### src/rtl/wdog_pkg.sv
package wdog_pkg;
  // byte offsets of the registers
  localparam logic [3:0] OFS_CTRL    = 4'h0;
  localparam logic [3:0] OFS_TIMEOUT = 4'h8;
  localparam logic [3:0] OFS_KICK    = 4'hC;

  // control word field positions (software decodes these)
  localparam int BIT_ENABLE  = 18;
  localparam int BIT_RSTPERM = 21;
  localparam int BIT_CLKGATE = 24;
  localparam int BIT_PREGATE = 25;
  localparam int BIT_FORCE   = 26;

  typedef struct packed {
    logic enable;
    logic rst_perm;
    logic clk_gate;
    logic pre_gate;
  } ctrl_flags_t;
endpackage

### src/rtl/wdog_regs.sv
module wdog_regs
  import wdog_pkg::*;
#(
  parameter int DIV_W  = 18,
  parameter int TMO_W  = 16,
  parameter int DATA_W = 32,
  parameter int ADDR_W = 4
) (
  input  logic              clk,
  input  logic              rst,
  input  logic              wr_en,
  input  logic              rd_en,
  input  logic [ADDR_W-1:0] addr,
  input  logic [DATA_W-1:0] wr_data,
  input  logic [TMO_W-1:0]  cnt_i,
  output logic [DIV_W-1:0]  div_o,
  output ctrl_flags_t       flags_o,
  output logic [TMO_W-1:0]  tmo_o,
  output logic              clr_o,
  output logic              force_o,
  output logic [DATA_W-1:0] rd_data_o
);
  logic [DIV_W-1:0]  div_q;
  ctrl_flags_t       flags_q;
  logic [TMO_W-1:0]  tmo_q;
  logic [DATA_W-1:0] rd_q;
  logic              wr_ctrl, wr_tmo, wr_kick;
  logic [DATA_W-1:0] ctrl_view;
  logic              unused_wr_bits;

  assign wr_ctrl = wr_en && (addr == ADDR_W'(OFS_CTRL));
  assign wr_tmo  = wr_en && (addr == ADDR_W'(OFS_TIMEOUT));
  assign wr_kick = wr_en && (addr == ADDR_W'(OFS_KICK));

  assign unused_wr_bits = ^wr_data;

  always_ff @(posedge clk) begin
    if (rst) begin
      div_q   <= '0;
      flags_q <= '0;
      tmo_q   <= '1;
    end else begin
      if (wr_ctrl) begin
        div_q            <= wr_data[DIV_W-1:0];
        flags_q.enable   <= wr_data[BIT_ENABLE];
        flags_q.rst_perm <= wr_data[BIT_RSTPERM];
        flags_q.clk_gate <= wr_data[BIT_CLKGATE];
        flags_q.pre_gate <= wr_data[BIT_PREGATE];
      end
      if (wr_tmo) tmo_q <= wr_data[TMO_W-1:0];
    end
  end

  always_comb begin
    ctrl_view              = '0;
    ctrl_view[DIV_W-1:0]   = div_q;
    ctrl_view[BIT_ENABLE]  = flags_q.enable;
    ctrl_view[BIT_RSTPERM] = flags_q.rst_perm;
    ctrl_view[BIT_CLKGATE] = flags_q.clk_gate;
    ctrl_view[BIT_PREGATE] = flags_q.pre_gate;
  end

  always_ff @(posedge clk) begin
    if (rst) begin
      rd_q <= '0;
    end else if (rd_en) begin
      case (addr)
        ADDR_W'(OFS_CTRL):    rd_q <= ctrl_view;
        ADDR_W'(OFS_TIMEOUT): rd_q <= DATA_W'(tmo_q);
        ADDR_W'(OFS_KICK):    rd_q <= DATA_W'(cnt_i);
        default:              rd_q <= '0;
      endcase
    end
  end

  assign div_o     = div_q;
  assign flags_o   = flags_q;
  assign tmo_o     = tmo_q;
  assign clr_o     = wr_tmo || wr_kick;
  assign force_o   = wr_ctrl && wr_data[BIT_FORCE];
  assign rd_data_o = rd_q;

  // the timeout register changes only through a write at its offset
  a_r2_tmo_write_only: assert property (@(posedge clk) disable iff (rst)
    !wr_tmo |=> $stable(tmo_q));
endmodule

### src/rtl/wdog_prescaler.sv
module wdog_prescaler #(
  parameter int DIV_W = 18
) (
  input  logic             clk,
  input  logic             rst,
  input  logic             run_i,
  input  logic             clr_i,
  input  logic [DIV_W-1:0] div_i,
  output logic             tick_o
);
  logic [DIV_W-1:0] pre_q;
  logic [DIV_W-1:0] last_phase;

  // a divisor of zero acts as one
  assign last_phase = (div_i == '0) ? '0 : div_i - DIV_W'(1);
  assign tick_o     = run_i && (pre_q >= last_phase);

  always_ff @(posedge clk) begin
    if (rst || clr_i || !run_i) pre_q <= '0;
    else if (tick_o)            pre_q <= '0;
    else                        pre_q <= pre_q + DIV_W'(1);
  end

  // each tick starts a fresh prescaler period
  a_r3_tick_rewinds: assert property (@(posedge clk) disable iff (rst)
    tick_o |=> (pre_q == '0));
  // with the run condition low, the phase sits at zero
  a_r7_idle_phase: assert property (@(posedge clk) disable iff (rst)
    !run_i |=> (pre_q == '0));
endmodule

### src/rtl/wdog_counter.sv
module wdog_counter #(
  parameter int TMO_W = 16
) (
  input  logic             clk,
  input  logic             rst,
  input  logic             tick_i,
  input  logic             clr_i,
  input  logic [TMO_W-1:0] tmo_i,
  output logic [TMO_W-1:0] cnt_o,
  output logic             expire_o
);
  localparam int SUM_W = TMO_W + 1;

  logic [TMO_W-1:0] cnt_q;
  logic [SUM_W-1:0] next_cnt;
  logic             reach;

  assign next_cnt = {1'b0, cnt_q} + SUM_W'(1);
  assign reach    = next_cnt >= {1'b0, tmo_i};
  assign expire_o = tick_i && !clr_i && reach;

  always_ff @(posedge clk) begin
    if (rst || clr_i)  cnt_q <= '0;
    else if (expire_o) cnt_q <= '0;
    else if (tick_i)   cnt_q <= next_cnt[TMO_W-1:0];
  end

  assign cnt_o = cnt_q;

  // the count stays below the programmed timeout
  a_r11_cnt_below_tmo: assert property (@(posedge clk) disable iff (rst)
    (cnt_q == '0) || (cnt_q < tmo_i));
  // a restart or timeout write empties the count
  a_r10_clear: assert property (@(posedge clk) disable iff (rst)
    clr_i |=> (cnt_q == '0));
  // without a tick the count holds
  a_r6_hold: assert property (@(posedge clk) disable iff (rst)
    (!tick_i && !clr_i) |=> $stable(cnt_q));
endmodule

### src/rtl/wdog_pulse.sv
module wdog_pulse #(
  parameter int PULSE_LEN = 16
) (
  input  logic clk,
  input  logic rst,
  input  logic trig_i,
  output logic pulse_o
);
  localparam int PW = $clog2(PULSE_LEN + 1);

  logic [PW-1:0] rem_q;
  logic          pulse_q;

  always_ff @(posedge clk) begin
    if (rst) begin
      pulse_q <= 1'b0;
      rem_q   <= '0;
    end else if (trig_i) begin
      pulse_q <= 1'b1;
      rem_q   <= PW'(PULSE_LEN - 1);
    end else if (rem_q != '0) begin
      rem_q   <= rem_q - PW'(1);
    end else begin
      pulse_q <= 1'b0;
    end
  end

  assign pulse_o = pulse_q;

  // every rising edge of the reset output has a cause one cycle back
  a_r9_rise_has_cause: assert property (@(posedge clk) disable iff (rst)
    $rose(pulse_q) |-> $past(trig_i));
  // the output drops only after the width has run out
  a_r4_no_early_drop: assert property (@(posedge clk) disable iff (rst)
    $fell(pulse_q) |-> ($past(rem_q) == '0 && !$past(trig_i)));
endmodule

### src/rtl/wdog_timer.sv
module wdog_timer
  import wdog_pkg::*;
#(
  parameter int DIV_W     = 18,
  parameter int TMO_W     = 16,
  parameter int PULSE_LEN = 16,
  parameter int DATA_W    = 32,
  parameter int ADDR_W    = 4
) (
  input  logic              clk,
  input  logic              rst,
  input  logic              wr_en,
  input  logic              rd_en,
  input  logic [ADDR_W-1:0] addr,
  input  logic [DATA_W-1:0] wr_data,
  output logic [DATA_W-1:0] rd_data,
  output logic              sys_rst_o
);
  logic [DIV_W-1:0] div;
  ctrl_flags_t      flags;
  logic [TMO_W-1:0] tmo, cnt;
  logic             clr, force_rst, run, tick, expire, trig;

  wdog_regs #(.DIV_W(DIV_W), .TMO_W(TMO_W), .DATA_W(DATA_W), .ADDR_W(ADDR_W)) u_regs (
    .clk(clk), .rst(rst), .wr_en(wr_en), .rd_en(rd_en), .addr(addr),
    .wr_data(wr_data), .cnt_i(cnt), .div_o(div), .flags_o(flags),
    .tmo_o(tmo), .clr_o(clr), .force_o(force_rst), .rd_data_o(rd_data)
  );

  assign run = flags.enable && flags.clk_gate && flags.pre_gate;

  wdog_prescaler #(.DIV_W(DIV_W)) u_pre (
    .clk(clk), .rst(rst), .run_i(run), .clr_i(clr), .div_i(div), .tick_o(tick)
  );

  wdog_counter #(.TMO_W(TMO_W)) u_cnt (
    .clk(clk), .rst(rst), .tick_i(tick), .clr_i(clr), .tmo_i(tmo),
    .cnt_o(cnt), .expire_o(expire)
  );

  assign trig = (expire && flags.rst_perm) || force_rst;

  wdog_pulse #(.PULSE_LEN(PULSE_LEN)) u_pulse (
    .clk(clk), .rst(rst), .trig_i(trig), .pulse_o(sys_rst_o)
  );

  // without the permit bit, only a force write can raise the output
  a_r8_perm_gate: assert property (@(posedge clk) disable iff (rst)
    (!flags.rst_perm && !force_rst && !sys_rst_o) |=> !sys_rst_o);
endmodule

### config.mk
export PLATFORM = sky130hd
export DESIGN_NAME = wdog_timer
export DESIGN_NICKNAME = d
export VERILOG_FILES = /design/src/rtl/wdog_pkg.sv /design/src/rtl/wdog_regs.sv /design/src/rtl/wdog_prescaler.sv /design/src/rtl/wdog_counter.sv /design/src/rtl/wdog_pulse.sv /design/src/rtl/wdog_timer.sv
export SDC_FILE = /design/constraint.sdc
export NUM_CORES = 1
export LEC_CHECK = 0
export BUFFER_PORTS_ARGS = -buffer_cell sky130_fd_sc_hd__clkbuf_2
export CAP_MARGIN = 10
export CORE_UTILIZATION = 25
export DETAILED_ROUTE_END_ITERATION = 8
export PLACE_DENSITY = 0.52
export SETUP_SLACK_MARGIN = 0.2
export SLEW_MARGIN = 20
export SYNTH_ARGS = -nofsm -noshare
export SYNTH_HDL_FRONTEND = slang
export SYNTH_SLANG_ARGS = --single-unit
### constraint.sdc
create_clock -name clk -period 4.74 [get_ports clk]
set_input_delay 0.474 -clock clk [delete_from_list [all_inputs] [get_ports clk]]
set_output_delay 0.474 -clock clk [all_outputs]
set_load 0.01 [all_outputs]
# ---- After elaboration in Yosys (flattened, before gate mapping)
# Cells that the tools add are included.
dict set report word_totals {
  input_bits 40
  out_inout_bits 33
  reg_bits 110
}
dict set report op_classes {
  muxes 6
  n_reduce_logical 23
  order_cmp 2
  eq_ne 3
  add_sub_neg 4
}
# op count
set ops {}
lappend ops {{26-bit case mux with 3 select lines} 1}
lappend ops {{18-bit by 1-bit adder with 18-bit output, second input constant} 1}
lappend ops {{18-bit >= comparator} 1}
lappend ops {{18-bit logical NOT} 1}
lappend ops {{18-bit 2-to-1 mux} 1}
lappend ops {{18-bit by 1-bit subtractor with 18-bit output, second input constant} 1}
lappend ops {{16-bit by 1-bit adder with 17-bit output, second input constant} 1}
lappend ops {{17-bit by 16-bit >= comparator with 1-bit output} 1}
lappend ops {{1-bit logical AND} 10}
lappend ops {{4-bit == test, second input constant} 2}
lappend ops {{4-bit 2-to-1 mux} 2}
lappend ops {{2-bit OR reduction} 3}
lappend ops {{5-bit nonzero test} 1}
lappend ops {{5-bit by 1-bit subtractor with 5-bit output, second input constant} 1}
lappend ops {{4-bit logical NOT} 1}
lappend ops {{1-bit logical OR} 4}
lappend ops {{1-bit logical NOT} 2}
lappend ops {{1-bit 2-to-1 mux} 2}
lappend ops {{2-bit inequality test, second input constant} 1}
lappend ops {{2-bit nonzero test} 1}

# ---- Depth between registers and ports, before layout
dict set report logic_depth {
  word_depth 9
  mapped_depth 17
  depth_no_buf 15
}

# ---- Hierarchy
# From an unflattened synthesis, not the netlist that was laid out.
dict set report unflattened {
  cells_unflattened 698
  hier_area_um2 5884.4
}
# module seq_area_each_um2 area_each_um2 n_inst cells_per_inst
set modules_own_cells {}
lappend modules_own_cells {wdog_regs 1201.2 2546.2 1 275}
lappend modules_own_cells {wdog_prescaler 360.3 1551.5 1 201}
lappend modules_own_cells {wdog_counter 320.3 1488.9 1 189}
lappend modules_own_cells {wdog_pulse 120.1 284.0 1 31}
lappend modules_own_cells {wdog_timer 0.0 13.8 1 2}

# ---- Least setup slack after synthesis
# Ideal clock, no wire load.
dict set report synth_path {
  path_kind {flip-flop to flip-flop}
  from {reg u_regs.div_q[8] (netlist: u_regs.div_o[8])}
  to {reg u_cnt.cnt_q[13] (netlist: u_cnt.cnt_o[13])}
  path_buffers 4
  stages_incl_launch_ff 16
  setup_time_ns 0.130
  slack_ns 0.920
  t_required_ns 4.610
  arrival_time_ns 3.690
  cell_sequence {dfxtp_1 clkbuf_1 or4_1 nor4b_1 nand3_1 buf_2 nand2_1 ha_1 nand4_1 or4b_1 o211a_2 o31a_1 buf_2 buf_6 a31oi_1 o41ai_2}
}
dict set report synth_between {
  elab_chain_cells 7
  word_cells_on_any_way 8
  cone_classes {add/sub (1); order compare (1); mux (1); reduce/logical (5)}
}
# element line
set synth_rtl {}
lappend synth_rtl {{from (decl)} wdog_regs.sv:23} ;# logic [DIV_W-1:0] div_q;
lappend synth_rtl {{from (signal assigned)} wdog_regs.sv:44} ;# div_q <= wr_data[DIV_W-1:0];
lappend synth_rtl {{18-bit by 1-bit subtractor with 18-bit output or 18-bit logical NOT (tied branches)} wdog_prescaler.sv:15} ;# assign last_phase = (div_i == '0) ? '0 : div_i - DIV_W'(1);
lappend synth_rtl {{18-bit 2-to-1 mux (*)} wdog_prescaler.sv:15}
lappend synth_rtl {{18-bit >= comparator (*)} wdog_prescaler.sv:16} ;# assign tick_o = run_i && (pre_q >= last_phase);
lappend synth_rtl {{1-bit logical AND (*)} wdog_prescaler.sv:16}
lappend synth_rtl {{1-bit logical AND (2 in series)} wdog_counter.sv:20} ;# assign expire_o = tick_i && !clr_i && reach;
lappend synth_rtl {{2-bit OR reduction (no source line)} --}
lappend synth_rtl {{to (signal assigned)} wdog_counter.sv:25} ;# else if (tick_i) cnt_q <= next_cnt[TMO_W-1:0];
lappend synth_rtl {{to (decl)} wdog_counter.sv:14} ;# logic [TMO_W-1:0] cnt_q;
# Mark *: on every way between the ends. The rest lies on a longest branch, timed or not.
# A chain may end at the register's enable or synchronous reset.

# ---- Worst setup path in the final report
dict set report layout_path {
  from {reg u_regs.div_q[3] (netlist: u_regs.div_o[3])}
  to {reg u_pulse.rem_q[4]}
}
dict set report layout_between {
  elab_chain_cells 9
  word_cells_on_any_way 10
  cone_classes {add/sub (1); order compare (1); mux (1); reduce/logical (7)}
}
# element line
set layout_rtl {}
lappend layout_rtl {{18-bit by 1-bit subtractor with 18-bit output or 18-bit logical NOT (tied branches)} wdog_prescaler.sv:15}
lappend layout_rtl {{18-bit 2-to-1 mux (*)} wdog_prescaler.sv:15}
lappend layout_rtl {{18-bit >= comparator (*)} wdog_prescaler.sv:16}
lappend layout_rtl {{1-bit logical AND (*)} wdog_prescaler.sv:16}
lappend layout_rtl {{1-bit logical AND (*) (2 in series)} wdog_counter.sv:20}
lappend layout_rtl {{1-bit logical AND (*)} wdog_timer.sv:41} ;# assign trig = (expire && flags.rst_perm) || force_rst;
lappend layout_rtl {{1-bit logical OR (*)} wdog_timer.sv:41}
lappend layout_rtl {{2-bit OR reduction (no source line) (*)} --}
lappend layout_rtl {{to (signal assigned)} wdog_pulse.sv:20} ;# rem_q <= PW'(PULSE_LEN - 1);
lappend layout_rtl {{to (signal assigned)} wdog_pulse.sv:22} ;# rem_q <= rem_q - PW'(1);
lappend layout_rtl {{to (decl)} wdog_pulse.sv:11} ;# logic [PW-1:0] rem_q;
# Marks and branches as above.

==> results.sh <==
export IMPL_worstSetupStartpointType="flop"
export IMPL_status="complete, no violations"
export IMPL_grt_usage_pct=13.5
export IMPL_setup_ws_ns=0.596
export IMPL_antenna_found_initial=0
export IMPL_cts_resized=0
export IMPL_drtPass1Iterations=5
export IMPL_ys_warn_count=0
export IMPL_place_hpwl_mm=11.3
export IMPL_crit_type="flop to flop"
export IMPL_synth_seq_cells=100
export IMPL_pin_count=73
export IMPL_gp_congestion=0.775
export IMPL_fp_dieW_um=154
export IMPL_numCtsBuffers=9
export IMPL_die_area_sq_mm=0.0237
export IMPL_drive_above_1_share_pct=11.9
export IMPL_cts_setup_buffers=0
export IMPL_synth_enable_flop_cells=0
export IMPL_ys_seq_area_share_pct=34.6
export IMPL_syn_area_sq_mm=0.00578
export IMPL_die_h_um=154
export IMPL_routedWlPerCell_um=14.6
export IMPL_cts_root_buf="clkbuf_16"
export IMPL_cts_sinks=100
export IMPL_finalCritPeriodShare_pct=87.4
export IMPL_drtAntennaViolNets=0
export IMPL_vdd_ir_drop_max_v=0.000149
export IMPL_grt_max_degree=68
export IMPL_initial_core_util_pct=25.5
export IMPL_tns_ns=0
export IMPL_clk_transition_reported_paths_ns=0.07
export IMPL_port_buffers=53
export IMPL_synth_distinct_cells=56
export IMPL_hold_viol=0
export IMPL_syn_area_per_cell_sq_um=7.94
export IMPL_grt_pass1_wl_mm=25.0
export IMPL_h_tree_depth=3
export IMPL_routed_wl_mm=15.3
export IMPL_p_per_area_mw_per_mm2=290
export IMPL_grt_overflow_total=0
export IMPL_slew_limit_headroom_pct=44.7
export IMPL_synth_common_cells="nand2_1, dfxtp_1, nor2_1"
export IMPL_hold_path_class="input pin to flop"
export IMPL_fmax_mhz=241
export IMPL_period_needed_ns=4.14
export IMPL_maxCapViolations=0
export IMPL_dp_slack_ns=0.562
export IMPL_row_count=55
export IMPL_clkLatencyLatePin_ns=0.35
export IMPL_synthCells=728
export IMPL_nets=840
export IMPL_yosysMostFrequentCell="nand2_1"
export IMPL_vias_per_cell=4.71
export IMPL_skew_ns=0.00789
export IMPL_cp_required_ns=4.98
export IMPL_arrival_ns=4.39
export IMPL_grt_pass1_vias=4745
export IMPL_maxSlewViolCount=0
export IMPL_p_leak_nw=2.70
export IMPL_finalSetupViolCount=0
export IMPL_cp_max_fo=8
export IMPL_tightest_slew_ns=0.828
export IMPL_ys_flop_type="dfxtp_1"
export IMPL_ctsHoldBuffers=0
export IMPL_synth_top_cell_by_area="dfxtp_1"
export IMPL_drt_iter0_drc=204
export IMPL_num_vias=4948
export IMPL_antenna_cells=0
export IMPL_core_sq_mm=0.0226
export IMPL_rsz0062_at_grt="false"
export IMPL_async_reset_ff_share_pct=0
export IMPL_synth_area_top_cells="dfxtp_1, ha_1, nand2_1"
export IMPL_cts_buffer_depth=2
export IMPL_synth_top_area_share_pct=34.6
export IMPL_cts_tree="yes"
export IMPL_areaGrowthSynthToFinish_pct=13.7
export IMPL_drc=0
export IMPL_worst_setup_path_end_kind="flop"
==> stage by stage <==
step	hold slack (ns)	instances	total power, mW	area [sq um]	utilization, %
floorplan	0.437	737	1.12	5820	-
global placement	0.454	1035	1.19	6290	27.8
detailed placement	0.453	1035	1.19	6290	27.8
CTS	0.334	1050	1.94	6580	29.0
global route	0.343	1050	2.01	6580	29.0
finish	0.340	1050	1.91	6580	29.0
==> registers in the layout, indices dropped and copies added, names as in the netlist <==
register and cells:
u_regs.tmo_o 16, u_regs.flags_o 4, u_pre.pre_q 18, u_regs.rd_data_o 22
u_pulse.pulse_o 1, u_cnt.cnt_o 16, u_pulse.rem_q 5, u_regs.div_o 18
==> worst paths after layout <==
path                           startpoint                              to  slack, ns  cells after the start
min                           wr_data[21]  u_regs.flags_o[2]$_SDFFE_PP0P_       0.34                      3
max reg2reg  u_regs.div_o[3]$_SDFFE_PP0P_   u_pulse.rem_q[4]$_SDFFE_PP0P_       0.60                     12
min reg2reg  u_pulse.pulse_o$_SDFFE_PP0P_    u_pulse.pulse_o$_SDFFE_PP0P_       0.46                      2
max          u_regs.div_o[3]$_SDFFE_PP0P_   u_pulse.rem_q[4]$_SDFFE_PP0P_       0.60                     12
==> layout by cell type, fill, tap and decap left out, types with 2 or more instances in the layout <==
cell and instances:
dfxtp_1 100, buf_4 12, and4_1 6, nor2b_1 21
o41ai_2 2, xor2_1 24, nor3_1 6, clkbuf_1 2
clkbuf_16 9, a211o_1 17, o31a_1 3, a31oi_1 10
inv_1 28, nand2b_1 10, and3_1 10, nand2_1 109
clkbuf_2 53, o41ai_1 4, or3_1 6, ha_1 39
o22ai_1 4, or2_2 3, mux2i_1 16, a211oi_1 3
nand3_1 27, or4_1 5, xnor2_1 21, o21ai_0 26
nand4_1 11, nor2_1 68, conb_1 10, nand3b_1 2
nand4bb_1 3, a21oi_1 68
==> layer usage <==
| layer | up-vias | wire length (um) | global-route usage (%) |
|---|---|---|---|
| met5 | - | 0 | 0 |
| met1 | 2289 | 7300 | 17.3 |
| met2 | 84 | 7350 | 22.7 |
| met3 | 18 | 442 | 2.59 |
| li1 | 2557 | - | - |
| met4 | 0 | 232 | 4.05 |
==> worst max-delay path: stages, from the launching register on <==
cell and delay, ns:
dfxtp_1 0.37, or4_1 0.58, or3_1 0.45, nor3_1 0.21, xor2_1 0.17, nand2_1 0.07, ha_1 0.28, nand4_1 0.13
or4b_1 0.53, o211a_2 0.15, o31a_1 0.44, o31a_1 0.43, and4b_1 0.21
==> power breakdown <==
part           switching [mW]  leakage [nW]  internal (mW)
clock network           0.332         0.136          0.407
logic                   0.162          1.76          0.120
registers              0.0207         0.808          0.865
total                   0.514          2.70           1.39
==> area by class of cell <==
type / instances / area [sq um]
Timing Repair Buffer: 65 / 355
Clock buffer: 11 / 233
Fill cell: 2480 / 16100
Sequential cell: 100 / 2000
Inverter: 28 / 105
Multi-Input combinational cell: 557 / 3470
Clock inverter: 4 / 51.3
Tap cell: 285 / 357
==> kinds of logic after synthesis <==
family                     synth area share [%]
adders and majority gates                  8.44
xor gates and xnor gates                   6.82
other                                    0.0648
buffers and inverters                      6.06
muxes                                      2.96
DFF                                        34.6
AOI/OAI and AO/OA                          15.9
and+or+nand+nor                            25.1
No activity file was read; power rests on OpenSTA's default activity.
